`config.mk`:
```
export PLATFORM = sky130hd
export DESIGN_NAME = edge_capture_counter
export DESIGN_NICKNAME = d
export VERILOG_FILES = /design/src/rtl/capt_pkg.sv /design/src/rtl/capt_ctrl.sv /design/src/rtl/capt_dpath.sv /design/src/rtl/edge_capture_counter.sv
export SDC_FILE = /design/constraint.sdc
export NUM_CORES = 1
export LEC_CHECK = 0
export BUFFER_PORTS_ARGS = -buffer_cell sky130_fd_sc_hd__buf_2
export CAP_MARGIN = 20
export CORE_AREA = 2 2 173 107
export DETAILED_ROUTE_END_ITERATION = 7
export DIE_AREA = 0 0 175 109
export PLACE_DENSITY_LB_ADDON = 0.25
export REMOVE_ABC_BUFFERS = 1
export SYNTH_ARGS = -nofsm -noshare
export SYNTH_HDL_FRONTEND = slang
export SYNTH_SLANG_ARGS = --single-unit
```
`constraint.sdc`:
```
create_clock -name clk -period 4.8 [get_ports clk]
set_input_delay 0.24 -clock clk [delete_from_list [all_inputs] [get_ports clk]]
set_output_delay 0.24 -clock clk [all_outputs]
set_load 0.05 [all_outputs]
```
`src/rtl/capt_pkg.sv`:
```
package capt_pkg;

  // Edge qualification codes; the encoding is part of the block's interface
  typedef enum logic [1:0] {
    EDGE_RISE = 2'b00,
    EDGE_FALL = 2'b01,
    EDGE_NONE = 2'b10,
    EDGE_BOTH = 2'b11
  } edgeSel_e;

  // Strobes from control to datapath, valid for one cycle
  typedef struct packed {
    logic holdStart;  // enable low: park counter at start, clear capture
    logic stepCnt;    // advance the counter by one
    logic latchNow;   // copy running count into capture register
    logic edgeHit;    // a qualifying edge was seen this cycle
  } captStrobe_t;

endpackage

```
`src/rtl/capt_ctrl.sv`:
```
module capt_ctrl
  import capt_pkg::*;
#(
  parameter int SYNC_STAGES = 2
) (
  input  logic        clk,
  input  logic        rstN,
  input  logic        enable,
  input  logic        modeTime,
  input  logic [1:0]  edgeSel,
  input  logic        capIn,
  output captStrobe_t strb
);

  // Synchronizer stages plus one extra flop holding the previous level
  logic [SYNC_STAGES:0] syncPipe;
  logic syncLvl, syncPrev, riseDet, fallDet, qualEdge;

  always_ff @(posedge clk or negedge rstN) begin
    if (!rstN) syncPipe <= '0;
    else       syncPipe <= {syncPipe[SYNC_STAGES-1:0], capIn};
  end

  assign syncLvl  = syncPipe[SYNC_STAGES-1];
  assign syncPrev = syncPipe[SYNC_STAGES];
  assign riseDet  = syncLvl & ~syncPrev;
  assign fallDet  = ~syncLvl & syncPrev;

  always_comb begin
    unique case (edgeSel_e'(edgeSel))
      EDGE_RISE: qualEdge = riseDet;
      EDGE_FALL: qualEdge = fallDet;
      EDGE_BOTH: qualEdge = riseDet | fallDet;
      default:   qualEdge = 1'b0;
    endcase
  end

  always_comb begin
    strb.holdStart = ~enable;
    strb.edgeHit   = enable & qualEdge;
    strb.stepCnt   = enable & (modeTime | qualEdge);
    strb.latchNow  = enable & modeTime & qualEdge;
  end

  AST_RISE_SPACED: assert property (@(posedge clk) disable iff (!rstN)
    riseDet |=> !riseDet);

endmodule

```
`src/rtl/capt_dpath.sv`:
```
module capt_dpath
  import capt_pkg::*;
#(
  parameter int HALF_W = 16,
  parameter int EXT_W  = 8
) (
  input  logic                     clk,
  input  logic                     rstN,
  input  captStrobe_t              strb,
  input  logic                     modeTime,
  input  logic                     countUp,
  input  logic [HALF_W+EXT_W-1:0]  loadVal,
  input  logic [HALF_W+EXT_W-1:0]  matchVal,
  output logic [HALF_W+EXT_W-1:0]  value,
  output logic                     capEvent,
  output logic                     capMatch
);

  localparam int TOT_W = HALF_W + EXT_W;

  // Counter kept as a half-width low part and a prescaler-extension high part
  logic [HALF_W-1:0] halfCnt, halfNext;
  logic [EXT_W-1:0]  extCnt, extNext;
  logic [TOT_W-1:0]  cnt, cntNext, startVal, capReg;
  logic              halfCarry;

  assign cnt      = {extCnt, halfCnt};
  assign startVal = countUp ? '0 : loadVal;

  always_comb begin
    if (countUp) begin
      halfNext  = halfCnt + 1'b1;
      halfCarry = &halfCnt;
      extNext   = extCnt + EXT_W'(halfCarry);
    end else begin
      halfNext  = halfCnt - 1'b1;
      halfCarry = ~|halfCnt;
      extNext   = extCnt - EXT_W'(halfCarry);
    end
    cntNext = {extNext, halfNext};
  end

  always_ff @(posedge clk or negedge rstN) begin
    if (!rstN) begin
      halfCnt  <= '0;
      extCnt   <= '0;
      capReg   <= '0;
      capEvent <= 1'b0;
      capMatch <= 1'b0;
    end else begin
      capEvent <= strb.edgeHit;
      capMatch <= strb.edgeHit & ~modeTime & (cntNext == matchVal);
      if (strb.holdStart)      {extCnt, halfCnt} <= startVal;
      else if (strb.stepCnt)   {extCnt, halfCnt} <= cntNext;
      if (strb.holdStart)      capReg <= '0;
      else if (strb.latchNow)  capReg <= cnt;
    end
  end

  assign value = modeTime ? capReg : cnt;

  AST_MATCH_WITH_EVENT: assert property (@(posedge clk) disable iff (!rstN)
    capMatch |-> capEvent);
  AST_NO_MATCH_IN_TIME: assert property (@(posedge clk) disable iff (!rstN)
    capMatch |-> !$past(modeTime));
  AST_DISABLED_QUIET: assert property (@(posedge clk) disable iff (!rstN)
    $past(strb.holdStart) |-> (!capEvent && !capMatch));
  AST_CAPTURE_HOLD: assert property (@(posedge clk) disable iff (!rstN)
    (!$past(strb.latchNow) && !$past(strb.holdStart)) |-> $stable(capReg));

endmodule

```
`src/rtl/edge_capture_counter.sv`:
```
module edge_capture_counter
  import capt_pkg::*;
#(
  parameter int HALF_W      = 16,
  parameter int EXT_W       = 8,
  parameter int SYNC_STAGES = 2
) (
  input  logic                    clk,
  input  logic                    rstN,
  input  logic                    enable,
  input  logic                    modeTime,
  input  logic                    countUp,
  input  logic [1:0]              edgeSel,
  input  logic [HALF_W+EXT_W-1:0] loadVal,
  input  logic [HALF_W+EXT_W-1:0] matchVal,
  input  logic                    capIn,
  output logic [HALF_W+EXT_W-1:0] value,
  output logic                    capEvent,
  output logic                    capMatch
);

  captStrobe_t strb;

  capt_ctrl #(.SYNC_STAGES(SYNC_STAGES)) ctrl_i (
    .clk      (clk),
    .rstN     (rstN),
    .enable   (enable),
    .modeTime (modeTime),
    .edgeSel  (edgeSel),
    .capIn    (capIn),
    .strb     (strb)
  );

  capt_dpath #(.HALF_W(HALF_W), .EXT_W(EXT_W)) dpath_i (
    .clk      (clk),
    .rstN     (rstN),
    .strb     (strb),
    .modeTime (modeTime),
    .countUp  (countUp),
    .loadVal  (loadVal),
    .matchVal (matchVal),
    .value    (value),
    .capEvent (capEvent),
    .capMatch (capMatch)
  );

  AST_EVENT_NEEDS_ENABLE: assert property (@(posedge clk) disable iff (!rstN)
    capEvent |-> $past(enable));

endmodule

```
==> results.sh, run 1 <==
export IMPL_status="finished, final reports clean"
export IMPL_synth_edff_count=0
export IMPL_postCtsSetupBuffers=0
export IMPL_grt_overflow=0
export IMPL_clock_power_share_pct=19.9
export IMPL_p_leak_uw=0.00242
export IMPL_fmax_mhz=233
export IMPL_min_from="capIn"
export IMPL_rsz0062_at_grt="no"
export IMPL_place_congestion=0.866
export IMPL_htreeDepth=2
export IMPL_antennaDiodeCount=0
export IMPL_grt_pass1_wl_mm=22.9
export IMPL_synthTopCellsByCount="nand2_1, dfrtp_1, o21ai_0"
export IMPL_finalPower_uw=1950
export IMPL_ys_warnings_count=0
export IMPL_cts_resized=0
export IMPL_synth_cell_type_count=64
export IMPL_clk_pin_slew_ps=80
export IMPL_crit_type="reg2reg"
export IMPL_root_buffer="clkbuf_16"
export IMPL_dp_cells=817
export IMPL_yosysTopAreaCell="dfrtp_1"
export IMPL_die_h_microns=109
export IMPL_ctsHoldBuffers=0
export IMPL_path_max_fanout=10
export IMPL_drive_gt1_share_pct=22.7
export IMPL_startpoint_type="flop"
export IMPL_drtPass1Iterations=5
export IMPL_fin_skew_ps=12.9
export IMPL_wire_per_inst_microns=17.7
export IMPL_final_period_utilization_pct=89.5
export IMPL_synthCells=520
export IMPL_syn_area_per_cell_sq_um=8.31
export IMPL_fin_setup_tns_ps=0
export IMPL_ys_seq_area_share_pct=30.7
export IMPL_drv_cap=0
export IMPL_via_per_inst=4.92
export IMPL_drtIter0Drc=298
export IMPL_hpwl_mm=11.2
export IMPL_ant_nets=0
export IMPL_ys_seq_elements=53
export IMPL_sequentialPowerShare_pct=30.8
export IMPL_ff2ff_path_depth=15
export IMPL_ios=82
export IMPL_fin_nets=662
export IMPL_async_flop_share_pct=100
export IMPL_synth_top_cell_area_share_pct=30.7
export IMPL_wl_mm=14.6
export IMPL_power_frac_comb_pct=49.3
export IMPL_synth_most_common_cell="nand2_1"
export IMPL_numCtsBuffers=5
export IMPL_cp_data_arrival_time_ps=4510
export IMPL_netlist_top_cells_area="dfrtp_1, nand2_1, xnor2_1, ha_1, mux2_2"
export IMPL_whs_endpoint="ctrl_i.syncPipe[0]"
export IMPL_drc=0
export IMPL_reg2reg_to="dpath_i.capMatch"
export IMPL_drv_slew=0
export IMPL_clock_latency_ps=300
export IMPL_p_switching_uw=879
export IMPL_holdCritPathClass="in2reg"
export IMPL_worstReg2RegStart="dpath_i.halfCnt[12]"
export IMPL_worst_setup_path_end_kind="flop"
export IMPL_synth_area_sq_um=4320
export IMPL_ys_flop_type="dfrtp_1"
export IMPL_peakVddDrop_mv=0.162
export IMPL_pwr_density_cell_nw_per_um2=381
export IMPL_clock_sinks=53
export IMPL_layout_cells_non_filler=825
export IMPL_r2r_slack_ps=510
export IMPL_tightest_slew_ps=1000
export IMPL_core_area_sq_um=17600
export IMPL_whs_ps=40.5
export IMPL_p_sw_share_pct=45.0
export IMPL_io_buffers=81
export IMPL_cp_required_ps=5020
export IMPL_die_w_microns=175
export IMPL_grt_start_max_net_pins=54
export IMPL_grt_pass1_vias=3906
export IMPL_tritoncts="yes"
export IMPL_initial_core_util_pct=24.5
export IMPL_syn_to_final_growth_pct=18.4
export IMPL_antenna_found_initial=0
export IMPL_die_area_sq_um=19100
export IMPL_min_period_ps=4290
export IMPL_finalHoldViolations=0
export IMPL_slew_headroom_pct=32.9
export IMPL_setup_violations_final=0
export IMPL_track_usage_pct=15.6
export IMPL_clock_path_buffers=2
export IMPL_num_vias=4058
export IMPL_fp_row_count=38
export IMPL_whs_path_depth=1
export IMPL_power_internal_uw=1070
kinds of logic after synthesis:
| kind of cell | count (synthesis) | share of synthesized area (%) |
|---|---|---|
| AO/OA/AOI/OAI | 101 | 15.0 |
| XOR/XNOR | 49 | 10.3 |
| adder cells (fa/ha/maj) | 22 | 6.54 |
| buffers and inverters | 46 | 4.37 |
| flip-flops | 53 | 30.7 |
| multiplexers | 39 | 9.70 |
| AND/OR/NAND/NOR | 210 | 23.4 |
metrics by stage:
step	instance area, sq um	setup slack [ps]	utilization, %
2_1_floorplan	4180	790	-
3_3_place_gp	4960	595	28.1
3_5_place_dp	4960	527	28.1
4_1_cts	5110	488	29.0
5_1_grt	5120	102	29.0
6_report	5120	505	29.0
cell type report:
type                            instances  area [sq um]
Clock buffer                            5           125
Clock inverter                          3          28.8
Fill cell                            1903         12500
Inverter                               13          48.8
Multi-Input combinational cell        421          2820
Sequential cell                        53          1330
Tap cell                              240           300
Timing Repair Buffer                   90           473
power groups by stage:
stage	Sequential (uW)	Combinational, uW	Clock (uW)
2_1_floorplan	570	702	0
3_3_place_gp	597	962	0
3_5_place_dp	606	952	0
4_1_cts	597	956	400
5_1_grt	610	1060	417
6_report	601	963	389
layer usage:
layer | global-route usage (%) | vias to the layer above | share of wire (%)
met3 | 1.92 | 11 | 5.9
met1 | 25.0 | 1946 | 53
li1 | - | 1984 | -
met4 | 2.98 | 0 | 0.96
met2 | 21.9 | 117 | 40
met5 | 0 | - | 0
layout by cell type (no fill, tap or decap), types with 9 or more instances in the layout:
master,n
a21oi_1,20
buf_2,81
buf_4,9
dfrtp_1,53
ha_1,21
inv_1,11
mux2_2,23
mux2i_1,16
nand2_1,85
nand3_1,30
nand4_1,9
nor2_1,28
nor3_1,16
o21ai_0,38
xnor2_1,30
xor2_1,17
how the worst max path moves through the flow:
| stage | start | end | slack (ps) | cells after the start |
|---|---|---|---|---|
| final | dpath_i.halfCnt[12] | dpath_i.capMatch | 510 | 15 |
| after global routing | dpath_i.halfCnt[5] | dpath_i.capMatch | 100 | 15 |
| after CTS | dpath_i.halfCnt[12] | dpath_i.capMatch | 490 | 14 |
| after detailed placement | dpath_i.halfCnt[12] | dpath_i.capMatch | 530 | 14 |
| after global placement | dpath_i.halfCnt[12] | dpath_i.capMatch | 590 | 14 |
| after floorplan | dpath_i.halfCnt[12] | dpath_i.capMatch | 790 | 14 |
flip-flops by register name, indices dropped and copies added, names as in the netlist:
register,flops
dpath_i.capReg,24
dpath_i.halfCnt,16
dpath_i.extCnt,8
ctrl_i.syncPipe,3
dpath_i.capEvent,1
dpath_i.capMatch,1
critical path, stage by stage (launching register included):
cell     delay (ps)
dfrtp_1         480
nor4_2          330
nand3_2         160
or2_1           340
nand2_1         100
ha_1            190
ha_1            410
nor2_1          130
a31oi_1         180
nand3_1         100
nor4_1          400
nand4_1         200
nor4b_2         240
nand4_1         140
or4_1           540
nor4_2          260
(Power assumes the default switching activity.)
==> run 2: changes to the inputs <==
- CORE_AREA: 2 2 173 107 -> 2 2 172 107
- DIE_AREA: 0 0 175 109 -> 0 0 174 109
- SYNTH_HIERARCHICAL: default -> 1
==> run 2 against run 1 <==
- global-route usage decreased by 0.49 points
- synthesized area down 1.0%
- worst setup slack better by 17 ps
- critical path depth is the same
- die area fell by 0.57%
- clock power rose by 2%
- combinational power shrank 27%
- design area decreased by 1.0%
- core utilization fell by 0.064 points
- sequential share of layout area up 0.27 points
- sequential power fell by 7.5%
- critical path type unchanged
- flip-flop and latch count unchanged
- highest routed layer unchanged
==> results.sh, run 2 <==
export IMPL_io_buffers=81
export IMPL_drtIter0Drc=282
export IMPL_crit_type="reg2reg"
export IMPL_fin_nets=612
export IMPL_rsz0062_at_grt="no"
export IMPL_synth_top_cell_area_share_pct=31.0
export IMPL_whs_path_depth=1
export IMPL_wl_mm=14.1
export IMPL_async_flop_share_pct=100
export IMPL_ff2ff_path_depth=15
export IMPL_pwr_density_cell_nw_per_um2=327
export IMPL_final_period_utilization_pct=89.1
export IMPL_clock_path_buffers=2
export IMPL_die_h_microns=109
export IMPL_clock_sinks=53
export IMPL_cp_cell_sequence="nor4_1 -> nand4_2 -> or2_4 -> nand2_1 -> ha_1 -> ha_1 -> xnor2_1 -> nand4_1 -> nor4_1 -> o2111ai_1 -> nor4_1 -> nand4_1 -> nor4_2 -> nand3_1 -> nor4_2"
export IMPL_drv_slew=0
export IMPL_grt_pass1_vias=3803
export IMPL_p_sw_share_pct=41.4
export IMPL_ys_warnings_count=6
export IMPL_whs_ps=49.4
export IMPL_crit_slowest_cell="nor4_1"
export IMPL_cp_required_ps=5010
export IMPL_status="finished, final reports clean"
export IMPL_power_internal_uw=972
export IMPL_hpwl_mm=10.9
export IMPL_drive_gt1_share_pct=24.9
export IMPL_via_per_inst=4.91
export IMPL_final_common_cell="buf_2"
export IMPL_slew_headroom_pct=40.1
export IMPL_holdCritPathClass="in2reg"
export IMPL_numCtsBuffers=5
export IMPL_p_leak_uw=0.00227
export IMPL_ys_flop_type="dfrtp_1"
export IMPL_synthCells=469
export IMPL_drtPass1Iterations=5
export IMPL_postCtsSetupBuffers=0
export IMPL_largest_reg_flops=24
export IMPL_layout_common_cells="buf_2, dfrtp_1, mux2i_1"
export IMPL_finalPower_uw=1660
export IMPL_grt_overflow=0
export IMPL_cts_resized=0
export IMPL_root_buffer="clkbuf_16"
export IMPL_ant_nets=0
export IMPL_r2r_slack_ps=520
export IMPL_path_max_fanout=11
export IMPL_reg2reg_to="dpath_i/capMatch"
export IMPL_num_vias=3802
export IMPL_setup_violations_final=0
export IMPL_ctsHoldBuffers=0
export IMPL_core_area_sq_um=17500
export IMPL_fp_row_count=38
export IMPL_p_switching_uw=686
export IMPL_largestRegisters="dpath_i/capReg (24), dpath_i/halfCnt (16), dpath_i/extCnt (8)"
export IMPL_track_usage_pct=15.1
export IMPL_tightest_slew_ps=899
export IMPL_synth_area_sq_um=4280
export IMPL_ys_seq_area_share_pct=31.0
export IMPL_tritoncts="yes"
export IMPL_drc=0
export IMPL_yosysTopAreaCell="dfrtp_1"
export IMPL_synth_edff_count=0
export IMPL_fin_setup_tns_ps=0
export IMPL_syn_area_per_cell_sq_um=9.12
export IMPL_whs_endpoint="ctrl_i/syncPipe[0]"
export IMPL_slowest_delay_ps=550
export IMPL_htreeDepth=2
export IMPL_syn_to_final_growth_pct=18.5
export IMPL_clock_power_share_pct=23.9
export IMPL_drv_cap=0
export IMPL_antenna_found_initial=0
export IMPL_min_period_ps=4280
export IMPL_fmax_mhz=234
export IMPL_ys_seq_elements=53
export IMPL_netlist_top_cells_area="dfrtp_1, mux2i_1, ha_1, xnor2_1, mux2_2"
export IMPL_grt_pass1_wl_mm=22.0
export IMPL_synthTopCellsByCount="dfrtp_1, mux2i_1, nor2_1"
export IMPL_min_from="capIn"
export IMPL_clock_latency_ps=300
export IMPL_initial_core_util_pct=24.4
export IMPL_worst_setup_path_end_kind="flop"
export IMPL_wire_per_inst_microns=18.2
export IMPL_sequentialPowerShare_pct=33.5
export IMPL_antennaDiodeCount=0
export IMPL_worstReg2RegStart="dpath_i/halfCnt[4]"
export IMPL_place_congestion=0.905
export IMPL_peakVddDrop_mv=0.117
export IMPL_ios=82
export IMPL_clk_pin_slew_ps=80
export IMPL_die_area_sq_um=19000
export IMPL_startpoint_type="flop"
export IMPL_power_frac_comb_pct=42.6
export IMPL_finalHoldViolations=0
export IMPL_fin_skew_ps=9.46
export IMPL_worst_path_most_repeated_cell="nor4_1"
export IMPL_regMostFlops="dpath_i/capReg"
export IMPL_cp_data_arrival_time_ps=4490
export IMPL_synth_cell_type_count=65
export IMPL_die_w_microns=174
export IMPL_synth_most_common_cell="dfrtp_1"
export IMPL_grt_start_max_net_pins=55
-- run 2: cells by family after synthesis --
logic type,after synthesis,synth area share (%)
muxes,65,15.8
adders and majority gates,22,6.61
DFF,53,31.0
xor gates and xnor gates,48,9.83
and+or+nand+nor,148,17.9
buffers and inverters,41,4.42
AOI/OAI and AO/OA,92,14.4
-- run 2: how the worst max path moves through the flow --
stage / startpoint / end / slack [ps] / cells past startpoint
floorplan: dpath_i/halfCnt[4] / dpath_i/capMatch / 1410 / 14
global placement: dpath_i/halfCnt[4] / dpath_i/capMatch / 770 / 15
detailed placement: dpath_i/halfCnt[4] / dpath_i/capMatch / 670 / 15
CTS: dpath_i/halfCnt[4] / dpath_i/capMatch / 630 / 15
global route: dpath_i/halfCnt[4] / dpath_i/capMatch / 100 / 14
finish: dpath_i/halfCnt[4] / dpath_i/capMatch / 520 / 15
-- run 2: worst max-delay path: cells and delay by family (launching register included) --
kind	cells	cell delay [ps]
compound gates	1	140
simple gates	11	2850
xor+xnor	1	180
fa+ha+maj	2	580
flops	1	450
-- run 2: metal layers --
layer / track usage (%) / part of all wire, % / vias up
li1: - / - / 1825
met1: 23.8 / 55 / 1841
met2: 20.8 / 38 / 128
met3: 3.38 / 6.3 / 8
met4: 2.34 / 0.78 / 0
met5: 0 / 0 / -
-- run 2: cell type report --
class / count / area, sq um
clock buffer: 7 / 153
clock inverter: 1 / 5.00
fill: 1902 / 12400
inverter: 12 / 50.0
multi-input combinational: 375 / 2780
sequential: 53 / 1330
tap: 240 / 300
timing repair buffer: 87 / 450
-- run 2: stage by stage --
stage,util [%],worst slack [ps],area [sq um],cells
2_1_floorplan,-,1410,4140,440
5_1_grt,29.0,96.5,5070,775
6_report,29.0,523,5070,775
3_3_place_gp,28.1,767,4910,767
3_5_place_dp,28.1,675,4910,767
4_1_cts,29.0,632,5070,775
-- run 2: power groups by stage --
stage                     registers [uW]  logic (uW)  clock network (uW)
final                                556         705                 397
after global routing                 565         768                 426
after CTS                            555         704                 409
after detailed placement             564         700                   0
after global placement               560         695                   0
after floorplan                      539         502                   0
